===== config.mk =====
export PLATFORM = sky130hd
export DESIGN_NAME = vsync_reglist_dma
export DESIGN_NICKNAME = d
export VERILOG_FILES = /design/src/rtl/rl_pkg.sv /design/src/rtl/rl_chan_cfg.sv /design/src/rtl/rl_arbiter.sv /design/src/rtl/rl_engine.sv /design/src/rtl/vsync_reglist_dma.sv
export SDC_FILE = /design/constraint.sdc
export NUM_CORES = 1
export LEC_CHECK = 0
export ABC_AREA = 1
export BUFFER_PORTS_ARGS = -buffer_cell sky130_fd_sc_hd__buf_2
export CAP_MARGIN = 10
export CORE_ASPECT_RATIO = 1.2
export CORE_MARGIN = 2
export CORE_UTILIZATION = 30
export CTS_BUF_LIST = sky130_fd_sc_hd__clkbuf_16
export DETAILED_ROUTE_END_ITERATION = 10
export PLACE_DENSITY = 0.55
export SLEW_MARGIN = 15
export SYNTH_ARGS = -nofsm -noshare
export SYNTH_HDL_FRONTEND = slang
export SYNTH_SLANG_ARGS = --single-unit

===== constraint.sdc =====
create_clock -name clk -period 2.49 [get_ports clk]
set_input_delay 0.249 -clock clk [delete_from_list [all_inputs] [get_ports clk]]
set_output_delay 0.249 -clock clk [all_outputs]
set_load 0.1 [all_outputs]

===== src/rtl/rl_pkg.sv =====
package rl_pkg;
   typedef enum logic [1:0] {
      ENG_IDLE,
      ENG_ADDR,
      ENG_DATA
   } eng_state_t;

   localparam int REG_TRIG    = 0;
   localparam int REG_DONE    = 1;
   localparam int REG_CLR     = 2;
   localparam int REG_CH_BASE = 4;
endpackage


===== src/rtl/rl_chan_cfg.sv =====
module rl_chan_cfg #(
   parameter int AW = 32,
   parameter int DW = 32
) (
   input  logic          clk,
   input  logic          rst_n,
   input  logic          we_start,
   input  logic          we_end,
   input  logic [DW-1:0] wdata,
   output logic [AW-1:0] start_addr,
   output logic [AW-1:0] end_addr
);
   localparam int CPW = (AW < DW) ? AW : DW;

   logic [AW-1:0] wval;
   always_comb begin
      wval = '0;
      wval[CPW-1:0] = wdata[CPW-1:0];
      wval[1:0] = 2'b00;
   end

   always_ff @(posedge clk or negedge rst_n) begin
      if (!rst_n) begin
         start_addr <= '0;
         end_addr   <= '0;
      end else begin
         if (we_start) start_addr <= wval;
         if (we_end)   end_addr   <= wval;
      end
   end
endmodule


===== src/rtl/rl_arbiter.sv =====
module rl_arbiter #(
   parameter int NCH = 2,
   localparam int CW = (NCH > 1) ? $clog2(NCH) : 1
) (
   input  logic           clk,
   input  logic           rst_n,
   input  logic [NCH-1:0] req,
   output logic [NCH-1:0] grant,
   output logic [CW-1:0]  grant_idx
);
   always_comb begin
      grant     = '0;
      grant_idx = '0;
      for (int i = NCH - 1; i >= 0; i--) begin
         if (req[i]) begin
            grant     = '0;
            grant[i]  = 1'b1;
            grant_idx = CW'(i);
         end
      end
   end

   // at most one channel granted, and it is never one without a request
   a_r7_grant_onehot: assert property (@(posedge clk) disable iff (!rst_n)
      $onehot0(grant) && ((grant & ~req) == '0));
endmodule


===== src/rtl/rl_engine.sv =====
module rl_engine
   import rl_pkg::*;
#(
   parameter int AW  = 32,
   parameter int DW  = 32,
   parameter int NCH = 2,
   localparam int CW = (NCH > 1) ? $clog2(NCH) : 1
) (
   input  logic          clk,
   input  logic          rst_n,
   input  logic          go,
   input  logic [CW-1:0] go_ch,
   input  logic [AW-1:0] go_start,
   input  logic [AW-1:0] go_end,
   output logic          busy,
   output logic [CW-1:0] cur_ch,
   output logic          mem_req,
   output logic [AW-1:0] mem_addr,
   input  logic          mem_rvalid,
   input  logic [DW-1:0] mem_rdata,
   output logic          wr_valid,
   output logic [DW-1:0] wr_addr,
   output logic [DW-1:0] wr_data,
   output logic          fin,
   output logic [CW-1:0] fin_ch
);
   eng_state_t    state;
   logic [AW-1:0] ptr, last;
   logic [DW-1:0] reg_word;
   logic          at_last;

   assign busy     = (state != ENG_IDLE);
   assign mem_req  = busy;
   assign mem_addr = ptr;
   assign at_last  = (ptr == last);

   always_ff @(posedge clk or negedge rst_n) begin
      if (!rst_n) begin
         state    <= ENG_IDLE;
         ptr      <= '0;
         last     <= '0;
         reg_word <= '0;
         cur_ch   <= '0;
         wr_valid <= 1'b0;
         wr_addr  <= '0;
         wr_data  <= '0;
         fin      <= 1'b0;
         fin_ch   <= '0;
      end else begin
         wr_valid <= 1'b0;
         fin      <= 1'b0;
         unique case (state)
            ENG_IDLE: if (go) begin
               cur_ch <= go_ch;
               ptr    <= go_start;
               last   <= go_end;
               if (go_end < go_start) begin
                  fin    <= 1'b1;
                  fin_ch <= go_ch;
               end else begin
                  state <= ENG_ADDR;
               end
            end
            ENG_ADDR: if (mem_rvalid) begin
               reg_word <= mem_rdata;
               if (at_last) begin
                  state  <= ENG_IDLE;
                  fin    <= 1'b1;
                  fin_ch <= cur_ch;
               end else begin
                  ptr   <= ptr + AW'(4);
                  state <= ENG_DATA;
               end
            end
            ENG_DATA: if (mem_rvalid) begin
               wr_valid <= 1'b1;
               wr_addr  <= reg_word;
               wr_data  <= mem_rdata;
               if (at_last) begin
                  state  <= ENG_IDLE;
                  fin    <= 1'b1;
                  fin_ch <= cur_ch;
               end else begin
                  ptr   <= ptr + AW'(4);
                  state <= ENG_ADDR;
               end
            end
            default: state <= ENG_IDLE;
         endcase
      end
   end

   // a register write only ever follows a memory response
   a_r1_write_after_data: assert property (@(posedge clk) disable iff (!rst_n)
      wr_valid |-> $past(mem_rvalid));
   // the served channel does not change while the engine stays busy
   a_r7_channel_held: assert property (@(posedge clk) disable iff (!rst_n)
      (busy && $past(busy)) |-> $stable(cur_ch));
   // the fetch pointer only moves upward by one word on a response
   a_r2_pointer_step: assert property (@(posedge clk) disable iff (!rst_n)
      (busy && $past(busy) && !$stable(mem_addr)) |-> (mem_addr == $past(mem_addr) + AW'(4)));
endmodule


===== src/rtl/vsync_reglist_dma.sv =====
module vsync_reglist_dma
   import rl_pkg::*;
#(
   parameter int NCH = 2,
   parameter int AW  = 32,
   parameter int DW  = 32,
   parameter int CAW = 6,
   localparam int CW = (NCH > 1) ? $clog2(NCH) : 1
) (
   input  logic           clk,
   input  logic           rst_n,
   input  logic           cfg_we,
   input  logic [CAW-1:0] cfg_addr,
   input  logic [DW-1:0]  cfg_wdata,
   output logic [DW-1:0]  cfg_rdata,
   input  logic           vsync,
   output logic           mem_req,
   output logic [AW-1:0]  mem_addr,
   input  logic           mem_rvalid,
   input  logic [DW-1:0]  mem_rdata,
   output logic           wr_valid,
   output logic [DW-1:0]  wr_addr,
   output logic [DW-1:0]  wr_data,
   output logic           irq
);
   localparam int NREG = REG_CH_BASE + 2 * NCH;

   generate
      if (NCH < 2)           begin : g_bad_nch  $error("NCH must be at least 2"); end
      if (2 * NCH > DW)      begin : g_bad_dw   $error("trigger register too narrow"); end
      if (NREG > (1 << CAW)) begin : g_bad_caw  $error("CAW too small for map"); end
      if (AW < 3)            begin : g_bad_aw   $error("AW too small"); end
   endgenerate

   logic [DW-1:0]  trig_q;
   logic [NCH-1:0] done_q, pend_q, arm, grant, fin_mask, clr_mask;
   logic [CW-1:0]  grant_idx, cur_ch, fin_ch;
   logic           vs_q, vs_rise, busy, go, fin;
   logic [AW-1:0]  ch_start [NCH];
   logic [AW-1:0]  ch_end   [NCH];

   assign vs_rise = vsync && !vs_q;
   assign go      = !busy && (pend_q != '0);
   assign irq     = (done_q != '0);

   genvar gi;
   generate
      for (gi = 0; gi < NCH; gi++) begin : g_ch
         rl_chan_cfg #(.AW(AW), .DW(DW)) u_cfg (
            .clk       (clk),
            .rst_n     (rst_n),
            .we_start  (cfg_we && (cfg_addr == CAW'(REG_CH_BASE + 2 * gi))),
            .we_end    (cfg_we && (cfg_addr == CAW'(REG_CH_BASE + 2 * gi + 1))),
            .wdata     (cfg_wdata),
            .start_addr(ch_start[gi]),
            .end_addr  (ch_end[gi])
         );
         assign arm[gi] = vs_rise && trig_q[gi] && trig_q[NCH + gi] && !pend_q[gi]
                          && !(busy && (cur_ch == CW'(gi)));
         assign fin_mask[gi] = fin && (fin_ch == CW'(gi));
         assign clr_mask[gi] = cfg_we && (cfg_addr == CAW'(REG_CLR)) && cfg_wdata[gi];

         // completion of a channel's list raises its done bit
         a_r5_done_set: assert property (@(posedge clk) disable iff (!rst_n)
            fin_mask[gi] |=> done_q[gi]);
         // a clear write drops the done bit unless a completion coincides
         a_r6_clear_drops: assert property (@(posedge clk) disable iff (!rst_n)
            (clr_mask[gi] && !fin_mask[gi]) |=> !done_q[gi]);
      end
   endgenerate

   always_ff @(posedge clk or negedge rst_n) begin
      if (!rst_n) begin
         trig_q <= '0;
         done_q <= '0;
         pend_q <= '0;
         vs_q   <= 1'b0;
      end else begin
         vs_q   <= vsync;
         if (cfg_we && (cfg_addr == CAW'(REG_TRIG))) trig_q <= cfg_wdata;
         done_q <= (done_q & ~clr_mask) | fin_mask;
         pend_q <= (pend_q | arm) & ~(go ? grant : '0);
      end
   end

   always_comb begin
      cfg_rdata = '0;
      if (cfg_addr == CAW'(REG_TRIG)) cfg_rdata = trig_q;
      if (cfg_addr == CAW'(REG_DONE)) cfg_rdata[NCH-1:0] = done_q;
      for (int i = 0; i < NCH; i++) begin
         if (cfg_addr == CAW'(REG_CH_BASE + 2 * i))     cfg_rdata = DW'(ch_start[i]);
         if (cfg_addr == CAW'(REG_CH_BASE + 2 * i + 1)) cfg_rdata = DW'(ch_end[i]);
      end
   end

   rl_arbiter #(.NCH(NCH)) u_arb (
      .clk      (clk),
      .rst_n    (rst_n),
      .req      (pend_q),
      .grant    (grant),
      .grant_idx(grant_idx)
   );

   rl_engine #(.AW(AW), .DW(DW), .NCH(NCH)) u_eng (
      .clk       (clk),
      .rst_n     (rst_n),
      .go        (go),
      .go_ch     (grant_idx),
      .go_start  (ch_start[grant_idx]),
      .go_end    (ch_end[grant_idx]),
      .busy      (busy),
      .cur_ch    (cur_ch),
      .mem_req   (mem_req),
      .mem_addr  (mem_addr),
      .mem_rvalid(mem_rvalid),
      .mem_rdata (mem_rdata),
      .wr_valid  (wr_valid),
      .wr_addr   (wr_addr),
      .wr_data   (wr_data),
      .fin       (fin),
      .fin_ch    (fin_ch)
   );

   // every fetch stays inside the served channel's inclusive window
   a_r2_fetch_window: assert property (@(posedge clk) disable iff (!rst_n)
      mem_req |-> (mem_addr >= ch_start[cur_ch]) && (mem_addr <= ch_end[cur_ch]));
   // a channel that is being served is never pending again at the same time
   a_r8_no_requeue: assert property (@(posedge clk) disable iff (!rst_n)
      busy |-> !pend_q[cur_ch]);
   // nothing is requested or written while no channel is served
   a_r10_quiet_idle: assert property (@(posedge clk) disable iff (!rst_n)
      !busy |=> !wr_valid || $past(busy));
endmodule


# == Word-level counts from Yosys, hierarchy flattened ==
# Index checks and enable logic that the tools add are counted.
# word_totals
reg_bits,323
input_bits,75
word_cells,128
output_inout_bits,131
# op_classes
muxes,40
eq_ne,17
bitwise,9
n_lt_le_gt_ge,2
reduce_logical,41
add_sub_neg,1
# op_table
operator,count
$mux 32,14
$pmux 32 s2,1
$add 32x3->32 const B,1
$eq 32x32->1,1
$lt 32x32->1,1
$eq 6x3->1 const B,4
$logic_and 1x1->1,22
$mux 2,9
$mux 1,13
$ne 2x2->1 const B,5
$reduce_and 4->1,2
$reduce_bool 2->1,4
$eq 6x1->1 const B,1
$eq 6x2->1 const B,1
$logic_not 1->1,6
$logic_not 6->1,1
$ne 2x1->1 const B,3
$pmux 2 s3,1
$reduce_and 2->1,3
$reduce_and 5->1,1
$and 2x2->2,2
$not 2->2,2
$or 2x2->2,2
$pmux 1 s2,2
7 further kinds,8

# == Depth between registers and ports, before layout ==
# Gate-level depths: netlist of the first run.
# depth
word_depth,10
mapped_depth,19

# == Cells and area by module ==
# From an unflattened synthesis of the first run, not the netlist that was laid out.
# hier_totals
hier_cells,2124
hier_area_um2,16719.8
# by_module_without_submodules
mod,area_per_inst_um2,cells_per_inst,n_inst,seq_area_each_um2
rl_engine,8622.0,1052,1,4154.0
rl_chan_cfg,2278.4,259,2,1501.4
vsync_reglist_dma,3515.9,550,1,925.9
rl_arbiter,25.0,4,1,0.0

# == Worst setup path after synthesis of the first run ==
# OpenSTA, ideal clock, no wires.
# synth_path
path_kind,input -> output
start,input cfg_addr[5]
end,output cfg_rdata[0]
setup_slack_ns,-0.574
t_required_ns,2.241
arrival_ns,2.815
stages,3
cell_sequence,nor4_1 > nand3_1 > o21ai_0
# synth_between
elab_chain_cells,7
# synth_lines
element,line_no,text
from (decl),vsync_reglist_dma.sv:13,"input logic [CAW-1:0] cfg_addr,"
$logic_not 6->1,vsync_reglist_dma.sv:88,if (cfg_addr == CAW'(REG_TRIG)) cfg_rdata = trig_q;
$mux 32,vsync_reglist_dma.sv:88,
$mux 2,vsync_reglist_dma.sv:89,if (cfg_addr == CAW'(REG_DONE)) cfg_rdata[NCH-1:0] = done_q;
$mux 32,vsync_reglist_dma.sv:91,if (cfg_addr == CAW'(REG_CH_BASE + 2 * i)) cfg_rdata = DW'(ch_start[i]);
$mux 32,vsync_reglist_dma.sv:92,if (cfg_addr == CAW'(REG_CH_BASE + 2 * i + 1)) cfg_rdata = DW'(ch_end[i]);
$mux 32,vsync_reglist_dma.sv:91,
$mux 32 (*),vsync_reglist_dma.sv:92,
to (decl),vsync_reglist_dma.sv:15,"output logic [DW-1:0] cfg_rdata,"
# Mark *: on every way between the ends. The rest lies on a longest branch, timed or not.

# == Worst setup path in the final report of the first run ==
# layout_path
start,register pend_q[1]
end,register u_eng.fin_ch
# layout_between
elab_chain_cells,9
# layout_lines
element,line_no,text
from (decl),vsync_reglist_dma.sv:36,"logic [NCH-1:0] done_q, pend_q, arm, grant, fin_mask, clr_mask;"
from (signal assigned),vsync_reglist_dma.sv:82,pend_q <= (pend_q | arm) & ~(go ? grant : '0);
$mux 1 (2 in series),rl_arbiter.sv:15,if (req[i]) begin
$not 1->2 (not written as such),"vsync_reglist_dma.sv:109, vsync_reglist_dma.sv:110",
$mux 32 (on tied branches) (3 in series),"vsync_reglist_dma.sv:110, vsync_reglist_dma.sv:109",
$lt 32x32->1,rl_engine.sv:57,if (go_end < go_start) begin
$ne 2x1->1 (no source line),-,
$reduce_and 5->1 (no source line),-,
to (signal assigned),rl_engine.sv:59,fin_ch <= go_ch;
to (signal assigned),rl_engine.sv:69,fin_ch <= cur_ch;
to (signal assigned),rl_engine.sv:82,fin_ch <= cur_ch;
to (decl),rl_engine.sv:25,output logic [CW-1:0] fin_ch
# Several ways; a longest one is shown, not always the timed one. The select of a mux whose other input is x is not followed.
# A chain may end at the register's enable or synchronous reset.

==> flow_metrics.tcl, run 1 <==
set metrics [dict create \
    grt_max_degree 106 \
    drt_iter0_drc 814 \
    clk_pin_slew_ps 60 \
    finalSetupViolCount 1 \
    ir_drop_uv 1290 \
    ios 206 \
    die_x_um 213 \
    clock_path_buffers 3 \
    core_um2 51600 \
    synth.area.top_cells "dfrtp_1 51%, nand2_1 16%, o21ai_0 9.4%" \
    grt-ovfl-total 0 \
    maxCapViolCount 0 \
    hp-class "in -> reg" \
    fin_skew_ps 13.7 \
    yosysUniqueCellTypes 41 \
    crit_chain "nand2_8 > clkinvlp_4 > buf_12 > buf_8 > or2_4 > o21a_1 > inv_2 > ha_4 > a21oi_2 > a21oi_2 > nor2_1 > nand2_1 > nand2_2 > nand2_1 > nand2_1 > nand2_1 > nand2_1 > nand2_1" \
    vias 14200 \
    synth_edf_count 0 \
    antenna_found_initial 8 \
    start_kind "flop" \
    maxClockFrequency_mhz 399 \
    tightestPinTransition_ps 670 \
    synth.top_cell.area_share_pct 50.8 \
    cts_buffers 37 \
    wl_per_cell_um 17.3 \
    syn_area_per_cell_um2 8.14 \
    post-dp-hpwl_um 35600 \
    yosys_warnings 0 \
    cp_max_fo 7 \
    placed_cell_area_um2 18600 \
    critical_path_required_ps 2910 \
    grt_pass1_wl_um 80000 \
    critical_path.top_delay_family "simple AND/OR/NAND/NOR gates" \
    power_density_nw_per_um2 1270 \
    ctsHtreeMaxLevel 2 \
    crit_path_frequent_cell "nand2_1" \
    switching_share_pct 48.7 \
    pwr-share-seq_pct 29.3 \
    worstPathArrival_ps 2930 \
    remaining_drc_errors 0 \
    viasPerCell 4.81 \
    rows 91 \
    clock_latency_ps 530 \
    synth_area_um2 15700 \
    slew_headroom_pct 55.3 \
    cts_tree "built" \
    min_period_ps 2510 \
    cp_num_buf_inv 4 \
    grt_use_total_pct 18.8 \
    root_buffer "clkbuf_16" \
    syn_inst 1930 \
    crit_path_top_delay_cell "dfrtp_2" \
    portBuffers 203 \
    die_h_um 255 \
    cts.sinks 319 \
    slew_viol_final 0 \
    p_int_w 0.0135 \
    fin_nets 2333 \
    final_area_um2 20600 \
    start_util_pct 30.5 \
    areaGrowthSynthToFinish_pct 31.3 \
    antenna_left 0 \
    final_util_pct 40.0 \
    status "complete, but fails checks" \
    ys.flop_type "dfrtp_1" \
    ys_ff_latch 319 \
    p_clk_share_pct 21.0 \
    synth_top_area_cell "dfrtp_1" \
    combPwrFrac_pct 49.7 \
    violations "setup timing" \
    finalHoldViolCount 0 \
    critPathCaptureType "flop" \
    rsz0062_at_grt "true" \
    max_stage_delay_ps 440 \
    ys_seq_area_share_pct 50.8 \
    layout_setup_ws_ps -17.2 \
    switching_power_w 0.0128 \
    die-area_um2 54200 \
    crit_type "reg -> reg" \
    post-route-period-util_pct 101 \
    drt_pass1_iterations 5 \
    synthArstFlopShare_pct 100 \
    first_global_vias 14200 \
    routed_wl_um 50900 \
    final_layout_size_suffix_gt1_share_pct 23.3 \
    place.gp.congestion 0.887 \
    p_leak_nw 9.97 \
]
final timing paths:
check / from / endpoint / slack, ps / depth (start not counted)
max in group asynchronous: rst_n / u_eng.reg_word[26]$_DFFE_PN0P_ / 1300 / 3
min reg2reg: u_eng.reg_word[2]$_DFFE_PN0P_ / u_eng.wr_addr[2]$_DFFE_PN0P_ / 460 / 2
max reg2reg: pend_q[1]$_DFF_PN0_ / u_eng.fin_ch$_DFFE_PN0P_ / -20 / 18
min: mem_rdata[16] / u_eng.wr_data[16]$_DFFE_PN0P_ / 20 / 3
max: pend_q[1]$_DFF_PN0_ / u_eng.fin_ch$_DFFE_PN0P_ / -20 / 18
min in group asynchronous: rst_n / trig_q[9]$_DFFE_PN0P_ / 230 / 2
cell families after synthesis:
logic type / count (synthesis) / share of synthesized area, %
compound gates: 421 / 15.2
xor+xnor: 28 / 1.56
fa+ha+maj: 34 / 2.71
buf+inv: 281 / 7.17
flops: 319 / 50.8
mux: 14 / 0.892
other cells: 1 / 0.0239
simple gates: 832 / 21.7
synthesized netlist by cell type, types with 3 or more instances:
library cell and n:
nand2_1 651, buf_4 3, or2_2 4, nor2_1 57
buf_1 6, inv_2 21, buf_6 3, nand2_2 23
a22oi_1 29, ha_1 34, dfrtp_1 319, o21ai_1 10
nand3_1 34, mux2i_1 14, nand4_1 29, a21oi_1 26
nor4_1 5, xor2_1 28, a31oi_1 4, inv_1 164
nor3_2 4, o21ai_0 296, nor3_1 18, o2111ai_1 19
buf_2 8, o21ai_2 27, clkbuf_1 71, o21a_1 6
placed cells by master (no fill, tap or decap), drive strengths merged, types with 3 or more instances in the layout:
cell type,count
nor3,22
or2,4
clkbuf,41
nand4,29
dfrtp,319
xor2,28
o2111ai,19
dlygate4sd3,26
o21a,6
clkinv,16
mux2i,14
nand3,34
nor4,6
nor2,59
buf,316
diode,3
a22oi,29
ha,34
bufinv,6
inv,192
a21oi,26
a31oi,4
nand2,676
o21ai,333
area by class of cell:
type	instances	area [um^2]
timing repair buffer	346	2930
clock inverter	27	277
fill	5205	31000
inverter	188	714
antenna	3	7.51
sequential	319	7980
multi-input combinational	1331	6910
tap	697	872
clock buffer	37	926
timing repair inverter	1	7.51
power by group through the flow:
stage | clock network [W] | logic [W] | registers, W
final | 0.00552 | 0.0131 | 0.00771
after global routing | 0.00585 | 0.0141 | 0.00790
after CTS | 0.00566 | 0.0126 | 0.00769
after detailed placement | 0 | 0.0120 | 0.00774
after global placement | 0 | 0.0119 | 0.00773
after floorplan | 0 | 0.00473 | 0.0119
per-layer routing:
metal	wire length, um	part of all wire (%)	GRT usage (%)	vias to the layer above
met5	72	0.14	0	-
met4	1880	3.7	6.83	12
met3	3030	5.9	3.85	105
met2	23600	46	30.6	411
met1	22300	44	24.7	6763
li1	-	-	-	6885
through the flow:
step	cells	total power (W)	setup TNS (ps)	setup WS, ps	hold slack [ps]
2_1_floorplan	1931	0.0166	-7230	-444	-46.6
3_3_place_gp	2833	0.0196	-323	-115	187
3_5_place_dp	2833	0.0198	-695	-203	191
4_1_cts	2938	0.0259	0	0.744	3.19
5_1_grt	2946	0.0278	-532	-181	24.2
6_report	2949	0.0263	-17.2	-17.2	22.3
worst reg2reg max path, delay by kind of cell, from the launching register on:
kind                     cells  cell delay [ps]
AO/OA/AOI/OAI                3              340
adder cells (fa/ha/maj)      1              200
buffers and inverters        4              530
flip-flops                   1              440
AND/OR/NAND/NOR             10              880
flip-flops by register name, summed over array words and instances (netlist names), 2 cells and up:
| signal | cells |
|---|---|
| g_ch.u_cfg.end_addr | 60 |
| g_ch.u_cfg.start_addr | 60 |
| trig_q | 32 |
| u_eng.reg_word | 32 |
| u_eng.wr_addr | 32 |
| u_eng.wr_data | 32 |
| u_eng.last | 30 |
| u_eng.mem_addr | 30 |
| done_q | 2 |
| pend_q | 2 |
| u_eng.state | 2 |
what timing repair did:
| action | 4_1_cts | 5_1_grt |
|---|---|---|
| hold buffers | 26 | 0 |
| setup endpoints to repair | 4 | 5 |
| buffers inserted | 12 | 6 |
| gates resized for setup | 51 | 45 |
| pin swaps | 12 | 23 |
| hold endpoints to repair | 86 | 0 |
| cloned | 3 | 4 |
No activity file was read; power rests on OpenSTA's default activity.
==> run 2: changes to the inputs <==
--- a/config.mk
+++ b/config.mk
@@ -5,15 +5,15 @@
 export SDC_FILE = /design/constraint.sdc
 export NUM_CORES = 1
 export LEC_CHECK = 0
-export ABC_AREA = 1
 export BUFFER_PORTS_ARGS = -buffer_cell sky130_fd_sc_hd__buf_2
 export CAP_MARGIN = 10
 export CORE_ASPECT_RATIO = 1.2
 export CORE_MARGIN = 2
-export CORE_UTILIZATION = 30
+export CORE_UTILIZATION = 53
 export CTS_BUF_LIST = sky130_fd_sc_hd__clkbuf_16
 export DETAILED_ROUTE_END_ITERATION = 10
-export PLACE_DENSITY = 0.55
+export PLACE_DENSITY = 0.83
+export SKIP_LAST_GASP = 1
 export SLEW_MARGIN = 15
 export SYNTH_ARGS = -nofsm -noshare
 export SYNTH_HDL_FRONTEND = slang
==> run 2 against run 1 <==
The flow still finishes with violations (setup timing). Combinational power barely moved. Via count shrank 7.1%. Core utilization rose by 31 points. Register-to-register slack worse by 630 ps. Final cell count decreased by 26%. Clock skew up 20 ps. Fmax decreased by 20%. Non-clock buffer count is 84 higher. Synthesized cell count shrank 29%. Sequential cell count is the same. Area after synthesis about the same. Sequential power up 4.3%. Critical endpoint unchanged.
==> flow_metrics.tcl, run 2 <==
set metrics [dict create \
    place_ws_ps -600 \
    grt_use_total_pct 31.9 \
    ys.flop_type "dfrtp_1" \
    grt_max_degree 89 \
    slew_headroom_pct 45.1 \
    portBuffers 203 \
    maxCapViolCount 0 \
    post-dp-hpwl_um 33200 \
    power_density_nw_per_um2 1250 \
    die_h_um 193 \
    antenna_left 0 \
    yosysMostFrequentCell "dfrtp_1" \
    final_cell_mix "292 x dfrtp_1, 265 x mux2_2, 226 x nand2_1" \
    clk_pin_slew_ps 60 \
    cts_tree "built" \
    die_x_um 161 \
    synthAdderAreaFrac_pct 2.71 \
    root_buffer "clkbuf_16" \
    rows 69 \
    drt_pass1_iterations 5 \
    vias 13200 \
    finalSetupViolCount 4 \
    synth.area.top_cells "dfrtp_1 51%, mux2_2 19%, nand2_1 5.7%" \
    synth_top_family_by_area "multiplexers" \
    start_util_pct 53.5 \
    drt_iter0_drc 1304 \
    crit_type "reg -> reg" \
    min_period_ps 3130 \
    synth.top_cells.by_count "319 x dfrtp_1, 265 x mux2_2, 239 x nand2_1" \
    power_w 0.0260 \
    final_common_cell "dfrtp_1" \
    ys_seq_area_share_pct 50.8 \
    first_global_vias 13600 \
    antenna_cells 0 \
    areaGrowthSynthToFinish_pct 32.8 \
    yosys_warnings 0 \
    routed_wl_um 50200 \
    wl_per_cell_um 23.1 \
    cts_buffers 34 \
    p_leak_nw 10.0 \
    remaining_drc_errors 0 \
    antenna_found_initial 1 \
    die-area_um2 31000 \
    ys_ff_latch 319 \
    fin_nets 1871 \
    synth_edf_count 0 \
    clock_latency_ps 540 \
    synth.top_cell.area_share_pct 50.8 \
    tightestPinTransition_ps 812 \
    syn_inst 1379 \
    place.gp.congestion 1.01 \
    final_layout_size_suffix_gt1_share_pct 45.4 \
    ctsHtreeMaxLevel 2 \
    viasPerCell 6.05 \
    cts.sinks 319 \
    synthSimpleGateAreaFrac_pct 10.8 \
    worstPathArrival_ps 3530 \
    core_um2 29400 \
    top_regs "g_ch.u_cfg.end_addr x60, g_ch.u_cfg.start_addr x60" \
    finalHoldViolCount 0 \
    critical_path_required_ps 2890 \
    yosysUniqueCellTypes 69 \
    maxClockFrequency_mhz 319 \
    grt_pass1_wl_um 76500 \
    hp-class "in -> reg" \
    synth_area_um2 15700 \
    synthArstFlopShare_pct 100 \
    synth_top_area_cell "dfrtp_1" \
    ir_drop_uv 1750 \
    post-route-period-util_pct 126 \
    syn_area_per_cell_um2 11.4 \
    ios 206 \
    violations "setup timing" \
    synth_compound_area_share_pct 8.44 \
    grt-ovfl-total 0 \
    critPathCaptureType "flop" \
    fin_skew_ps 33.7 \
    cp_max_fo 13 \
    start_kind "flop" \
    muxShareOfSynthArea_pct 22.7 \
    clock_path_buffers 3 \
    layout_setup_ws_ps -644 \
    status "complete, but fails checks" \
    synth-xor-area-share_pct 1.67 \
    slew_viol_final 0 \
    rsz0062_at_grt "true" \
]
-- run 2: cell count changes after synthesis, moves of 30 or more --
cell / change
clkbuf_1: -30
mux2_2: +265
mux2i_1: +44
nand2_1: -412
o21ai_0: -265
inv_1: -149
-- run 2: final timing paths --
path	depth (start not counted)	slack, ps	to	from
max	13	-640	u_eng.fin_ch$_DFFE_PN0P_	pend_q[0]$_DFF_PN0_
min	2	10	g_ch[1].u_cfg.end_addr[4]$_DFFE_PN0P_	cfg_wdata[4]
max reg2reg	13	-640	u_eng.fin_ch$_DFFE_PN0P_	pend_q[0]$_DFF_PN0_
min reg2reg	2	490	u_eng.last[26]$_DFFE_PN0P_	u_eng.last[26]$_DFFE_PN0P_
max in group asynchronous	3	1280	u_eng.mem_addr[2]$_DFFE_PN0P_	rst_n
min in group asynchronous	2	310	g_ch[0].u_cfg.start_addr[28]$_DFFE_PN0P_	rst_n
-- run 2: layer usage --
metal	up-vias	part of all wire, %	routed length (um)	global-route usage (%)
li1	5708	-	-	-
met2	735	49	24500	53.7
met3	173	9.3	4660	7.82
met4	2	4.9	2460	14.3
met1	6557	37	18600	39.1
met5	-	0.022	11	0
-- run 2: area by class of cell --
| class | count | area [um^2] |
|---|---|---|
| inverters | 15 | 56.3 |
| multi-input cells | 962 | 7680 |
| flip-flops and latches | 319 | 8020 |
| well taps | 390 | 488 |
| repair buffers | 430 | 3520 |
| fillers | 1907 | 8500 |
| clock inverters | 26 | 239 |
| clock buffers | 34 | 851 |
-- run 2: repair_timing --
action                                 4_1_cts  5_1_grt
setup endpoints to repair                    4       14
endpoints found under the hold margin      145        0
cloned                                       1        2
hold buffers                                37        0
setup buffers                                9        8
pin swaps                                    9       13
gates resized for setup                     18       34
-- run 2: logic make-up after synthesis --
kind of cell / count (synthesis)
DFF: 319
other: 1
and+or+nand+nor: 388
buffers and inverters: 99
xor gates and xnor gates: 30
adders and majority gates: 34
AOI/OAI and AO/OA: 185
muxes: 323
-- run 2: worst max-delay path, cell delays in order (launching register included) --
cell and delay (ps):
dfrtp_2 440, nand2b_4 170, buf_4 160, clkbuf_16 180, nand2_1 140, nand2_2 110
ha_4 280, nand4_1 160, nor2_2 190, nand4_1 230, o211ai_1 350, nor3_2 80
o22ai_1 170, mux2_2 360
-- run 2: through the flow --
| step | instances | setup TNS, ps | hold slack, ps | utilization (%) | area (um^2) |
|---|---|---|---|---|---|
| 5_1_grt | 2176 | -2590 | 7.73 | 71.0 | 20900 |
| 6_report | 2176 | -2270 | 10.7 | 71.0 | 20900 |
| 3_3_place_gp | 2059 | -1600 | 330 | 64.4 | 18900 |
| 2_1_floorplan | 1380 | -2950 | -46.6 | - | 16000 |
| 3_5_place_dp | 2059 | -2090 | 336 | 64.4 | 18900 |
| 4_1_cts | 2166 | -1750 | 1.92 | 70.1 | 20600 |
-- run 2: report_power, final --
group / total [W] / internal [W] / switching, W
registers: 0.00804 / 0.00678 / 0.00126
clock network: 0.00502 / 0.00283 / 0.00219
logic: 0.0129 / 0.00374 / 0.00921
total: 0.0260 / 0.0133 / 0.0127
